File: src/rtl/awe_pkg.sv
package awe_pkg;
  localparam int ON_W  = 4;
  localparam int OFF_W = 5;
  localparam int NSTB  = 3;   // 0: chip select, 1: address valid, 2: write enable

  typedef struct packed {
    logic [ON_W-1:0]  on;
    logic [OFF_W-1:0] off;
  } win_t;

  // strobe active in count c when on <= c < off
  function automatic logic in_window(input logic [OFF_W-1:0] c, input win_t w);
    logic [OFF_W-1:0] on_ext;
    on_ext = {{(OFF_W-ON_W){1'b0}}, w.on};
    return (on_ext <= c) && (c < w.off);
  endfunction

  // effective length: a zero length counts as one cycle
  function automatic logic [OFF_W-1:0] eff_len(input logic [OFF_W-1:0] len);
    return (len == '0) ? OFF_W'(1) : len;
  endfunction

  function automatic logic is_last(input logic [OFF_W-1:0] c, input logic [OFF_W-1:0] len);
    return ({1'b0, c} + 1'b1) >= {1'b0, eff_len(len)};
  endfunction
endpackage

File: src/rtl/awe_ctrl.sv
module awe_ctrl
  import awe_pkg::*;
(
  input  logic             clk,
  input  logic             rst_n,
  input  logic             req,
  input  logic [OFF_W-1:0] len_in,
  output logic             busy,
  output logic             start,
  output logic [OFF_W-1:0] cnt,
  output logic [OFF_W-1:0] len_q,
  output logic             done
);
  logic last_beat;

  assign start     = req && !busy;
  assign last_beat = busy && is_last(cnt, len_q);

  always_ff @(posedge clk or negedge rst_n) begin
    if (!rst_n) begin
      busy  <= 1'b0;
      cnt   <= '0;
      len_q <= '0;
      done  <= 1'b0;
    end else begin
      done <= last_beat;
      if (start) begin
        busy  <= 1'b1;
        cnt   <= '0;
        len_q <= len_in;
      end else if (last_beat) begin
        busy <= 1'b0;
      end else if (busy) begin
        cnt <= cnt + 1'b1;
      end
    end
  end
endmodule

File: src/rtl/awe_datapath.sv
module awe_datapath
  import awe_pkg::*;
#(
  parameter int AW = 12,
  parameter int DW = 16,
  localparam int BEW = DW / 8
) (
  input  logic                  clk,
  input  logic                  rst_n,
  input  logic                  start,
  input  logic [AW-1:0]         addr_in,
  input  logic [DW-1:0]         data_in,
  input  logic [BEW-1:0]        be_n_in,
  input  win_t [NSTB-1:0]       win_in,
  output logic [AW-2:0]         addr_q,
  output logic [DW-1:0]         data_q,
  output logic [BEW-1:0]        be_n_q,
  output win_t [NSTB-1:0]       win_q
);
  always_ff @(posedge clk or negedge rst_n) begin
    if (!rst_n) begin
      addr_q <= '0;
      data_q <= '0;
      be_n_q <= '0;
      win_q  <= '0;
    end else if (start) begin
      addr_q <= addr_in[AW-1:1];
      data_q <= data_in;
      be_n_q <= be_n_in;
      win_q  <= win_in;
    end
  end
endmodule

File: src/rtl/awe_strobes.sv
module awe_strobes
  import awe_pkg::*;
(
  input  logic             busy,
  input  logic [OFF_W-1:0] cnt,
  input  win_t [NSTB-1:0]  win,
  output logic [NSTB-1:0]  stb_n
);
  for (genvar i = 0; i < NSTB; i++) begin : g_stb
    assign stb_n[i] = !(busy && in_window(cnt, win[i]));
  end
endmodule

File: src/rtl/async_wr_engine.sv
module async_wr_engine
  import awe_pkg::*;
#(
  parameter int AW = 12,
  parameter int DW = 16
) (
  input  logic              clk,
  input  logic              rst_n,
  input  logic              wr_req,
  input  logic [AW-1:0]     wr_addr,
  input  logic [DW-1:0]     wr_data,
  input  logic [DW/8-1:0]   wr_be_n,
  input  logic [ON_W-1:0]   cs_on,
  input  logic [OFF_W-1:0]  cs_off,
  input  logic [ON_W-1:0]   adv_on,
  input  logic [OFF_W-1:0]  adv_off,
  input  logic [ON_W-1:0]   we_on,
  input  logic [OFF_W-1:0]  we_off,
  input  logic [OFF_W-1:0]  cyc_len,
  output logic [AW-2:0]     mem_addr,
  output logic [DW-1:0]     mem_data,
  output logic [DW/8-1:0]   mem_be_n,
  output logic              mem_cs_n,
  output logic              mem_adv_n,
  output logic              mem_we_n,
  output logic              mem_dir_out,
  output logic              wr_done
);
  logic             busy, start;
  logic [OFF_W-1:0] cnt, len_q;
  win_t [NSTB-1:0]  win_in, win_q;
  logic [NSTB-1:0]  stb_n;

  assign win_in[0] = '{on: cs_on,  off: cs_off};
  assign win_in[1] = '{on: adv_on, off: adv_off};
  assign win_in[2] = '{on: we_on,  off: we_off};

  awe_ctrl u_ctrl (
    .clk(clk), .rst_n(rst_n), .req(wr_req), .len_in(cyc_len),
    .busy(busy), .start(start), .cnt(cnt), .len_q(len_q), .done(wr_done)
  );

  awe_datapath #(.AW(AW), .DW(DW)) u_dp (
    .clk(clk), .rst_n(rst_n), .start(start),
    .addr_in(wr_addr), .data_in(wr_data), .be_n_in(wr_be_n), .win_in(win_in),
    .addr_q(mem_addr), .data_q(mem_data), .be_n_q(mem_be_n), .win_q(win_q)
  );

  awe_strobes u_stb (.busy(busy), .cnt(cnt), .win(win_q), .stb_n(stb_n));

  assign mem_cs_n    = stb_n[0];
  assign mem_adv_n   = stb_n[1];
  assign mem_we_n    = stb_n[2];
  assign mem_dir_out = busy;
endmodule

File: config.mk
export PLATFORM = sky130hd
export DESIGN_NAME = async_wr_engine
export DESIGN_NICKNAME = d
export VERILOG_FILES = /design/src/rtl/awe_pkg.sv /design/src/rtl/awe_ctrl.sv /design/src/rtl/awe_datapath.sv /design/src/rtl/awe_strobes.sv /design/src/rtl/async_wr_engine.sv
export SDC_FILE = /design/constraint.sdc
export NUM_CORES = 1
export LEC_CHECK = 0
export BUFFER_PORTS_ARGS = -buffer_cell sky130_fd_sc_hd__buf_2
export CAP_MARGIN = 25
export CORE_MARGIN = 1
export CORE_UTILIZATION = 52
export CTS_CLUSTER_DIAMETER = 150
export DETAILED_ROUTE_END_ITERATION = 7
export GPL_TIMING_DRIVEN = 0
export HOLD_SLACK_MARGIN = 0.06
export PLACE_DENSITY = 0.87
export REMOVE_ABC_BUFFERS = 1
export SLEW_MARGIN = 20
export SYNTH_ARGS = -nofsm -noshare
export SYNTH_HDL_FRONTEND = slang
export SYNTH_SLANG_ARGS = --single-unit
File: constraint.sdc
create_clock -name clk -period 2.5 [get_ports clk]
set_input_delay 0.5 -clock clk [delete_from_list [all_inputs] [get_ports clk]]
set_output_delay 0.5 -clock clk [all_outputs]
set_load 0.02 [all_outputs]
=== Yosys cells after proc, flatten, opt, wreduce, memory -nomap -nowiden ===
Cells that the tools add are included.

* Flip-flop bits (word level): 68
* Output and inout bits: 34
* Logic and storage cells: 45

* Add/sub/neg operators: 2
* Magnitude comparators: 7
* Equality and inequality tests: 1
* Mux-type cells: 6
* Reduce and logical (&&, ||, !) cells: 16

{| class="wikitable"
|+ Operator list
! cell !! count
|-
| 2-to-1 mux 5 bit || 4
|-
| less-or-equal comparator 4 x 5 -> 1 bit || 3
|-
| < comparator 5 bit || 3
|-
| logical AND 1 bit || 8
|-
| adder 5 x 1 -> 6 bit (second input constant) || 1
|-
| >= comparator 6 x 5 -> 1 bit || 1
|-
| adder 5 x 1 -> 5 bit (second input constant) || 1
|-
| zero test 5 bit || 1
|-
| zero test 1 bit || 4
|-
| nonzero test 2 bit || 2
|-
| 2-to-1 mux 1 bit || 2
|-
| inequality test 2 bit (second input constant) || 1
|-
| AND reduction 2 bit || 1
|}

=== Depth between registers and ports, before layout ===
Gate-level depths: netlist (run 1).

* Word-level depth: 6
* Gate-level depth with buffers: 8
* Gate-level depth less buffers: 8

=== Hierarchy ===
A second synthesis (run 1) with hierarchy kept.

* Cells, all modules: 266
* Area, all modules: 3524.6 um^2

{| class="wikitable"
|+ By module, submodules not included
! module !! instances !! cells each !! area an instance (um^2)
|-
| awe_datapath || 1 || 118 || 2243.4
|-
| awe_ctrl || 1 || 68 || 689.4
|-
| awe_strobes || 1 || 80 || 591.8
|}

=== Worst setup path before layout (run 1) ===
No wires, ideal clock.

* Kind: flip-flop to flip-flop
* Start point: reg u_ctrl.cnt[0]
* End point: reg u_ctrl.cnt[1]
* Library setup time: 0.125 ns
* Data arrival time: 2.119 ns
* Data required time: 2.375 ns
* Path slack: 0.256 ns
* Stages on the path, launching flop included: 9
* Buffers on the path: 0
* Period minus slack after synthesis: 2.244 ns
* Cells stage by stage: dfrtp_1 -> nand3_1 -> xnor2_1 -> ha_1 -> a21o_1 -> a21oi_2 -> o21ai_2 -> nor3b_4 -> mux2_4

* Longest elaborated chain between the ends: 5

{| class="wikitable"
|+ RTL lines
! element !! line !! RTL
|-
| start, declared || awe_ctrl.sv:10 || <nowiki>output logic [OFF_W-1:0] cnt,</nowiki>
|-
| start signal, assigned || awe_ctrl.sv:34 || <nowiki>cnt <= cnt + 1'b1;</nowiki>
|-
| adder 5 x 1 -> 6 bit || awe_pkg.sv:24 || <nowiki>return ({1'b0, c} + 1'b1) >= {1'b0, eff_len(len)};</nowiki>
|-
| >= comparator 6 x 5 -> 1 bit || awe_pkg.sv:24 ||
|-
| logical AND 1 bit || awe_ctrl.sv:17 || <nowiki>assign last_beat = busy && is_last(cnt, len_q);</nowiki>
|-
| inequality test 2 bit (no line) || n/a ||
|-
| AND reduction 2 bit (no line) || n/a ||
|}

Parallel ways exist; a longest one is shown, timed or not. The select of a mux whose other input is x is not followed.
A chain may end at the register's enable or synchronous reset.

=== Final worst setup path (run 1) ===
* Start point: reg u_ctrl.cnt[1]
* End point: out mem_cs_n

* Longest elaborated chain between the ends: 4

{| class="wikitable"
|+ RTL lines
! element !! line !! RTL
|-
| less-or-equal comparator 4 x 5 -> 1 bit / < comparator 5 bit (equally long branches) || awe_pkg.sv:15 || <nowiki>return (on_ext <= c) && (c < w.off);</nowiki>
|-
| logical AND 1 bit * || awe_pkg.sv:15 ||
|-
| logical AND 1 bit * || awe_strobes.sv:10 || <nowiki>assign stb_n[i] = !(busy && in_window(cnt, win[i]));</nowiki>
|-
| zero test 1 bit * || awe_strobes.sv:10 ||
|-
| end, declared || async_wr_engine.sv:23 || <nowiki>output logic mem_cs_n,</nowiki>
|}

Every way passes the cells marked *; elsewhere a longest branch is shown, timed or not.

==> results of run 1 <==
## what timing repair did
action,CTS,global route
endpoints found under the setup margin,6,6
resized for setup,13,11
gates cloned,0,0
buffers inserted,1,3
pin swaps,0,11
## cell usage in the layout, fill, tap and decap left out, types with 4 or more instances in the layout
cell and count:
dfrtp_1 65, o21a_1 7, ha_1 28, nand2_1 149, inv_1 20, o21ai_0 19, a21o_1 4, nand2b_1 5
clkbuf_8 10, o21ai_2 4, buf_2 94
## state kept, by name, indices dropped and copies added, names as in the netlist
register	cells
u_ctrl.done	1
u_ctrl.cnt	5
u_dp.be_n_q	2
u_ctrl.busy	1
u_dp.data_q	16
u_dp.win_q	27
u_ctrl.len_q	5
u_dp.addr_q	11
## routing by layer
metal  vias up  part of all wire, %  track usage, %
met2        94                   46            40.9
met5         -                    0               0
met4         0                  3.0            13.3
met1      1280                   44            27.5
li1       1360                    -               -
met3        21                  6.4            6.22
## report_power, final
part | internal [mW] | leakage (nW) | switching (mW)
clock network | 0.584 | 0.113 | 0.407
registers | 1.61 | 0.842 | 0.323
logic | 1.33 | 1.40 | 1.67
total | 3.53 | 2.36 | 2.40
## layout make-up
class / instances / share of cell area (%)
Clock inverter: 5 / 1.76
Clock buffer: 11 / 3.31
Multi-Input combinational cell: 255 / 36.2
Sequential cell: 68 / 39.9
Inverter: 22 / 1.99
Timing Repair Buffer: 105 / 14.7
Tap cell: 75 / 2.20
## worst max-delay path by stage
stage	startpoint	endpoint	slack, ns	cells after the start
2_1_floorplan	u_ctrl.busy	u_ctrl.cnt[1]	-1.01	3
3_3_place_gp	wr_req	u_dp.win_q[21]	-2.23	3
3_5_place_dp	u_ctrl.cnt[0]	u_ctrl.cnt[3]	-0.09	8
4_1_cts	u_ctrl.cnt[1]	mem_we_n	-0.09	7
5_1_grt	u_ctrl.cnt[1]	mem_cs_n	-0.18	8
6_report	u_ctrl.cnt[1]	mem_cs_n	-0.08	8
## kinds of logic after synthesis
group | Yosys count | synth area share (%)
compound gates | 46 | 9.15
mux | 5 | 1.96
buf+inv | 36 | 4.29
simple gates | 171 | 21.3
fa+ha+maj | 30 | 11.3
xor+xnor | 3 | 0.791
flops | 68 | 51.2
## worst reg2reg max path, delay by kind of cell (launching register included)
family / cells / cell delay, ns
and+or+nand+nor: 2 / 0.39
AOI/OAI and AO/OA: 3 / 0.43
buffers and inverters: 2 / 0.30
xor gates and xnor gates: 1 / 0.19
DFF: 1 / 0.44
muxes: 1 / 0.30
adders and majority gates: 1 / 0.33
## through the flow
step	TNS, ns	hold WS [ns]	instance area, sq um
2_1_floorplan	-53.31	0.204	3260
3_3_place_gp	-128.63	0.454	3840
3_5_place_dp	-0.251	0.433	3950
4_1_cts	-0.189	0.0604	4200
5_1_grt	-0.674	0.0762	4270
6_report	-0.198	0.0634	4270
==> results_dict.tcl, run 1 <==
set metrics [dict create \
    cp_slowest_cell "dfrtp_2" \
    hold_class "in2async" \
    detail_route.wl_per_cell_um 13.8 \
    drt_iter0_drc 86 \
    cts_tree "built" \
    first_pass_iters 4 \
    final_nets 556 \
    tightest_slew_ns 0.689 \
    syn_area_per_cell_sq_um 9.25 \
    ys_async_sr_fraction_pct 100 \
    antennaDiodeCount 0 \
    die_y_um 81.9 \
    hold_viol_final 0 \
    ctsHoldBuffers 0 \
    cpPeakStageDelay_ns 0.46 \
    synthFlopType "dfrtp_1" \
    powerDensity_nw_per_um2 1390 \
    synth_area_sq_um 3320 \
    slew_viol_final 0 \
    h-tree-depth 3 \
    drive_above_1_share_pct 30.7 \
    grt_max_degree 44 \
    critPathMostFrequentCell "o21a_1" \
    drc_errors 0 \
    vias 2755 \
    clk_pin_slew_worst_paths_ns 0.07 \
    worstPathCellList "inv_4 > ha_4 > nor2b_4 > o21a_1 > o21a_1 > o21ai_2 > nand4b_1 > buf_4" \
    grt_pass1_vias 2714 \
    grt_pass1_wl_mm 11.9 \
    cp-start-kind "flip-flop" \
    crit_type "reg2out" \
    die_x_um 81.9 \
    clock_skew_ns 0.00695 \
    min_period_over_period_pct 103 \
    max_freq_mhz 388 \
    antenna_found_initial 0 \
    cp.buffers_inverters 2 \
    track_usage_pct 24.1 \
    yosysTopAreaCellShare_pct 51.2 \
    floorplan.initialDensity_pct 55.1 \
    slew_headroom_pct 54.0 \
    synth_edf_count 0 \
    gp_congestion 0.765 \
    synth_area_leaders "dfrtp_1 51%, nand2_1 17%, ha_1 11%" \
    reg2reg_slack_ns 0.01 \
    fillers 467 \
    drv_cap 0 \
    synth_most_common_cell "nand2_1" \
    io_pins 99 \
    setup_viol 3 \
    grt-ovfl-total 0 \
    ys.warnings.count 0 \
    cts_root_buf "clkbuf_8" \
    rows 28 \
    setup_ws_ns -0.0761 \
    r2r_start "u_ctrl.cnt[1]" \
    area_growth_pct 28.7 \
    crit_family "compound AO/OA/AOI/OAI gates" \
    seq_area_sq_um 1710 \
    numClockSinks 68 \
    status "complete, but fails checks" \
    synth_cell_types 29 \
    yosysSeqAreaShare_pct 51.2 \
    post-route-min-period_ns 2.58 \
    clk_path_buf_depth 2 \
    synth_top_area_cell "dfrtp_1" \
    violations "negative setup slack" \
    place_ws_ns -0.0854 \
    synth_common_cells "149 x nand2_1, 68 x dfrtp_1, 30 x ha_1" \
    ir_worst_vdd_uv 923 \
    r2r_end "u_ctrl.cnt[1]" \
    hpwl_mm 5.20 \
    vias_per_cell 5.09 \
    core_region_area_sq_um 6030 \
    multi_input_area_sq_um 1550 \
    drt-total-wl_mm 7.44 \
    stdcell_count 541 \
    worstSetupEndpointType "primary output" \
    fin_util_pct 70.9 \
    critPathMaxFanout 5 \
    cp_data_required_time_ns 2.00 \
    ys_ff_latch 68 \
    portBuffers 97 \
    p_leak_nw 2.36 \
    reg2reg_depth 10 \
    dp_cells 521 \
    antenna_left 0 \
    arrival_ns 2.08 \
    netlist_instances 359 \
    p_total_mw 5.93 \
    insertion_delay_ns 0.34 \
    rsz0062_at_grt "true" \
    fp.dieArea_sq_um 6710 \
    cts_made_buffers 9 \
]
Note: power is estimated with default switching activity, not from simulation.
==> inputs of run 2 (changes only) <==
CORE_UTILIZATION = 31   (was 52)
PLACE_DENSITY = default   (was 0.87)
==> run 2 against run 1 <==
The flow still finishes with violations (negative setup slack). Largest cell class unchanged. Die area up 66%. Clock power down 19%. Combinational power increased by 3%. Critical path type unchanged. Routed wire length grew 3.3%. Critical endpoint is now mem_we_n. Fmax grew 0.70%.
==> results_dict.tcl, run 2 (synthesis gave the netlist of run 1 again) <==
set metrics [dict create \
    io_pins 99 \
    setup_viol 3 \
    clk_pin_slew_worst_paths_ns 0.07 \
    final_cell_mix "149 x nand2_1, 93 x buf_2, 64 x dfrtp_1, 24 x ha_1, 21 x inv_1" \
    cts_root_buf "clkbuf_8" \
    reg2reg_depth 10 \
    worstSetupEndpointType "primary output" \
    crit_type "reg2out" \
    powerDensity_nw_per_um2 1310 \
    setup_ws_ns -0.0582 \
    grt_pass1_wl_mm 13.1 \
    crit_path_end "mem_we_n" \
    insertion_delay_ns 0.34 \
    slew_headroom_pct 56.1 \
    drc_errors 0 \
    holdWs_ns 0.340 \
    arrival_ns 2.06 \
    die_y_um 106 \
    grt_pass1_vias 2850 \
    floorplan.initialDensity_pct 32.0 \
    cp_data_required_time_ns 2.00 \
    clock_skew_ns 0.00518 \
    drt_iter0_drc 75 \
    portBuffers 97 \
    grt_max_degree 50 \
    reg2reg_slack_ns 0.10 \
    drt-total-wl_mm 7.68 \
    cts_tree "built" \
    slew_viol_final 0 \
    first_pass_iters 4 \
    busiest_layer "met2" \
    grt-ovfl-total 0 \
    ir_worst_vdd_uv 606 \
    status "complete, but fails checks" \
    numClockSinks 68 \
    critPathMaxFanout 4 \
    post-route-min-period_ns 2.56 \
    die_x_um 106 \
    drive_above_1_share_pct 31.9 \
    area_growth_pct 33.6 \
    detail_route.wl_per_cell_um 12.6 \
    gp_congestion 0.703 \
    grtUsageMet1_pct 18.2 \
    p_leak_nw 2.38 \
    largest_register_ffs 27 \
    final_nets 564 \
    clk_path_buf_depth 2 \
    drv_cap 0 \
    p_total_mw 5.81 \
    rsz0062_at_grt "true" \
    regMostFlops "u_dp.win_q" \
    tightest_slew_ns 0.656 \
    min_period_over_period_pct 102 \
    hold_class "in2reg" \
    core_region_area_sq_um 10400 \
    r2r_end "u_ctrl.cnt[3]" \
    grt_util_met2_pct 25.0 \
    top_regs "u_dp.win_q: 27 flops, u_dp.data_q: 16 flops, u_dp.addr_q: 11 flops" \
    vias 2773 \
    cp-start-kind "flip-flop" \
    fp.dieArea_sq_um 11100 \
    final_common_cell "nand2_1" \
    r2r_start "u_ctrl.cnt[1]" \
    antennaDiodeCount 0 \
    h-tree-depth 3 \
    stdcell_count 609 \
    max_freq_mhz 391 \
    cts_made_buffers 9 \
    rows 37 \
    fin_util_pct 42.8 \
    track_usage_pct 15.0 \
    critical_path.startpoint "u_ctrl.cnt[1]" \
    antenna_left 0 \
    grt_use_met3_pct 3.53 \
    vias_per_cell 4.55 \
    hpwl_mm 5.51 \
    violations "negative setup slack" \
    hold_viol_final 0 \
    dp_cells 582 \
    antenna_found_initial 0 \
]
==> run 2: how the worst min path moves through the flow <==
stage | start | to | slack, ns | cells past startpoint
detailed placement | rst_n | u_dp.win_q[18] | 0.41 | 1
finish | wr_data[1] | u_dp.data_q[1] | 0.34 | 3
floorplan | rst_n | u_ctrl.busy | 0.20 | 0
global placement | u_dp.addr_q[4] | u_dp.addr_q[4] | 0.45 | 2
CTS | wr_addr[10] | u_dp.addr_q[9] | 0.32 | 3
global route | wr_addr[10] | u_dp.addr_q[9] | 0.32 | 3
==> run 2: critical path, stage by stage, from the launching register on <==
cell and delay (ns):
dfrtp_2 0.44, inv_4 0.11, ha_4 0.21, nor2b_1 0.12, o21a_1 0.17, o21a_1 0.16
o21ai_1 0.16, nand4b_1 0.15, buf_4 0.19
==> run 2: repair_timing <==
action | 4_1_cts | 5_1_grt
pin swaps | 13 | 6
setup buffers | 5 | 6
setup endpoints to repair | 7 | 6
hold buffers | 1 | 0
endpoints found under the hold margin | 19 | 0
gates resized for setup | 17 | 9
==> run 2: layout make-up <==
cell class / count / area (sq um)
Fill cell: 1069 / 5930
Sequential cell: 68 / 1710
Multi-Input combinational cell: 255 / 1590
Timing Repair Buffer: 113 / 718
Tap cell: 136 / 170
Clock buffer: 13 / 159
Inverter: 22 / 85.1
Clock inverter: 2 / 10.0
==> run 2: metrics by stage <==
stage | worst slack, ns | cell area (sq um) | TNS (ns)
floorplan | -1.01 | 3260 | -53.31
global placement | -2.44 | 3920 | -145.35
detailed placement | -0.176 | 4040 | -0.582
CTS | -0.0638 | 4340 | -0.159
global route | -0.149 | 4440 | -0.410
finish | -0.0582 | 4440 | -0.131
==> run 2: metal layers <==
layer | routed length [um] | share of wire, %
met5 | 0 | 0
met1 | 3540 | 46
met4 | 136 | 1.8
met2 | 3580 | 47
met3 | 427 | 5.6
==> run 2: power by group <==
group | internal, mW | switching [mW] | total (mW)
clock network | 0.407 | 0.401 | 0.807
logic | 1.42 | 1.67 | 3.08
registers | 1.61 | 0.311 | 1.92
==> inputs of run 3 (changes only) <==
--- a/config.mk
+++ b/config.mk
@@ -7,5 +7,4 @@
 export LEC_CHECK = 0
 export BUFFER_PORTS_ARGS = -buffer_cell sky130_fd_sc_hd__buf_2
-export CAP_MARGIN = 25
 export CORE_MARGIN = 1
 export CORE_UTILIZATION = 31
@@ -14,4 +13,5 @@
 export GPL_TIMING_DRIVEN = 0
 export HOLD_SLACK_MARGIN = 0.06
+export PLACE_DENSITY_LB_ADDON = 0.08
 export REMOVE_ABC_BUFFERS = 1
 export SLEW_MARGIN = 20
==> constraint.sdc (replaced) <==
create_clock -name clk -period 2.5 [get_ports clk]
set_input_delay 0.5 -clock clk [delete_from_list [all_inputs] [get_ports clk]]
set_output_delay 0.5 -clock clk [all_outputs]
set_load 0.1 [all_outputs]
==> run 3 against run 2 <==
Non-clock buffer count is 3 lower. Clock skew increased by 0.0025 ns. Flip-flop and latch count is the same. The flow still finishes with violations (negative setup slack).
==> results_dict.tcl, run 3 (synthesis gave the netlist of run 1 again) <==
set metrics [dict create \
    status "complete, but fails checks" \
    violations "negative setup slack" \
    antennaDiodeCount 0 \
    drt-total-wl_mm 7.65 \
    rsz0062_at_grt "true" \
    critical_path.startpoint "u_ctrl.cnt[1]" \
    clk_path_buf_depth 2 \
    clock_skew_ns 0.00765 \
    r2r_start "u_ctrl.cnt[1]" \
    slew_viol_final 0 \
    arrival_ns 2.13 \
    critPathMaxFanout 4 \
    tightest_slew_ns 0.638 \
    post-route-min-period_ns 2.63 \
    detail_route.wl_per_cell_um 12.6 \
    core_region_area_sq_um 10400 \
    largest_register_ffs 27 \
    rows 37 \
    grt-ovfl-total 0 \
    hold_class "in2async" \
    antenna_found_initial 0 \
    drive_above_1_share_pct 32.3 \
    insertion_delay_ns 0.34 \
    setup_viol 3 \
    h-tree-depth 3 \
    final_cell_mix "149 x nand2_1, 93 x buf_2, 64 x dfrtp_1, 27 x ha_1, 21 x inv_1" \
    min_period_over_period_pct 105 \
    cp_data_required_time_ns 2.00 \
    hold_viol_final 0 \
    max_freq_mhz 381 \
    dp_cells 582 \
    cp-start-kind "flip-flop" \
    grt_pass1_wl_mm 13.3 \
    grt_max_degree 41 \
    floorplan.initialDensity_pct 32.0 \
    regMostFlops "u_dp.win_q" \
    die_x_um 106 \
    setup_tns_ns -0.353 \
    setup_ws_ns -0.126 \
    vias_per_cell 4.36 \
    fp.dieArea_sq_um 11100 \
    drt_iter0_drc 123 \
    gp_congestion 0.643 \
    top_regs "u_dp.win_q: 27 flops, u_dp.data_q: 16 flops, u_dp.addr_q: 11 flops" \
    portBuffers 97 \
    holdWs_ns 0.0820 \
    cts_made_buffers 9 \
    final_nets 561 \
    worstSetupEndpointType "primary output" \
    drv_cap 0 \
    drc_errors 0 \
    numClockSinks 68 \
    final_common_cell "nand2_1" \
    stdcell_count 607 \
    antenna_left 0 \
    hpwl_mm 5.39 \
    track_usage_pct 15.1 \
    crit_type "reg2out" \
    area_growth_pct 33.7 \
    cts_tree "built" \
    clk_pin_slew_worst_paths_ns 0.08 \
    cts_root_buf "clkbuf_8" \
    io_pins 99 \
    slew_headroom_pct 57.4 \
    grt_pass1_vias 2767 \
    first_pass_iters 4 \
    die_y_um 106 \
    fin_util_pct 42.8 \
    vias 2646 \
]
## run 3: repair_timing
| item | 4_1_cts | 5_1_grt |
|---|---|---|
| pin swaps | 7 | 6 |
| gates resized for setup | 23 | 9 |
| buffers inserted | 3 | 6 |
| endpoints found under the setup margin | 7 | 7 |
| hold buffers | 0 | 0 |
## run 3: final timing paths
check,slack [ns],depth (start not counted),end
setup / recovery,-0.13,7,mem_we_n
hold / removal,0.08,1,u_dp.win_q[19]
setup reg to reg,0.11,10,u_ctrl.cnt[3]
hold reg to reg,0.47,2,u_dp.addr_q[9]
max in group asynchronous,1.87,2,u_ctrl.cnt[0]
min in group clk,0.33,3,u_dp.addr_q[2]
## run 3: routing by layer
layer	global-route usage, %	share of wire [%]	vias to the layer above
met5	0	0	-
met1	19.5	48	1193
li1	-	-	1372
met3	5.07	7.3	8
met2	23.1	43	73
met4	6.25	1.5	0
## run 3: metrics by stage
| step | instance area, sq um | worst slack, ns |
|---|---|---|
| finish | 4440 | -0.126 |
| global route | 4440 | -0.235 |
| CTS | 4340 | -0.167 |
| detailed placement | 4030 | -0.134 |
| global placement | 3920 | -2.69 |
| floorplan | 3260 | -1.42 |
## run 3: critical path: stages (launching register included)
cell and delay, ns:
dfrtp_2 0.46, buf_6 0.13, ha_1 0.27, a21o_1 0.16
a211o_1 0.29, o211ai_1 0.09, nand4b_1 0.17, buf_8 0.22
## run 3: layout make-up
cell class | instances | area, sq um
Fill cell | 1066 | 5930
Sequential cell | 68 | 1710
Multi-Input combinational cell | 255 | 1570
Timing Repair Buffer | 110 | 696
Tap cell | 136 | 170
Clock buffer | 10 | 138
Inverter | 22 | 87.6
Clock inverter | 6 | 71.3
Power of run 3 is not shown: default switching activity piles up to over one toggle a cycle in this logic, so the estimate is an artifact.
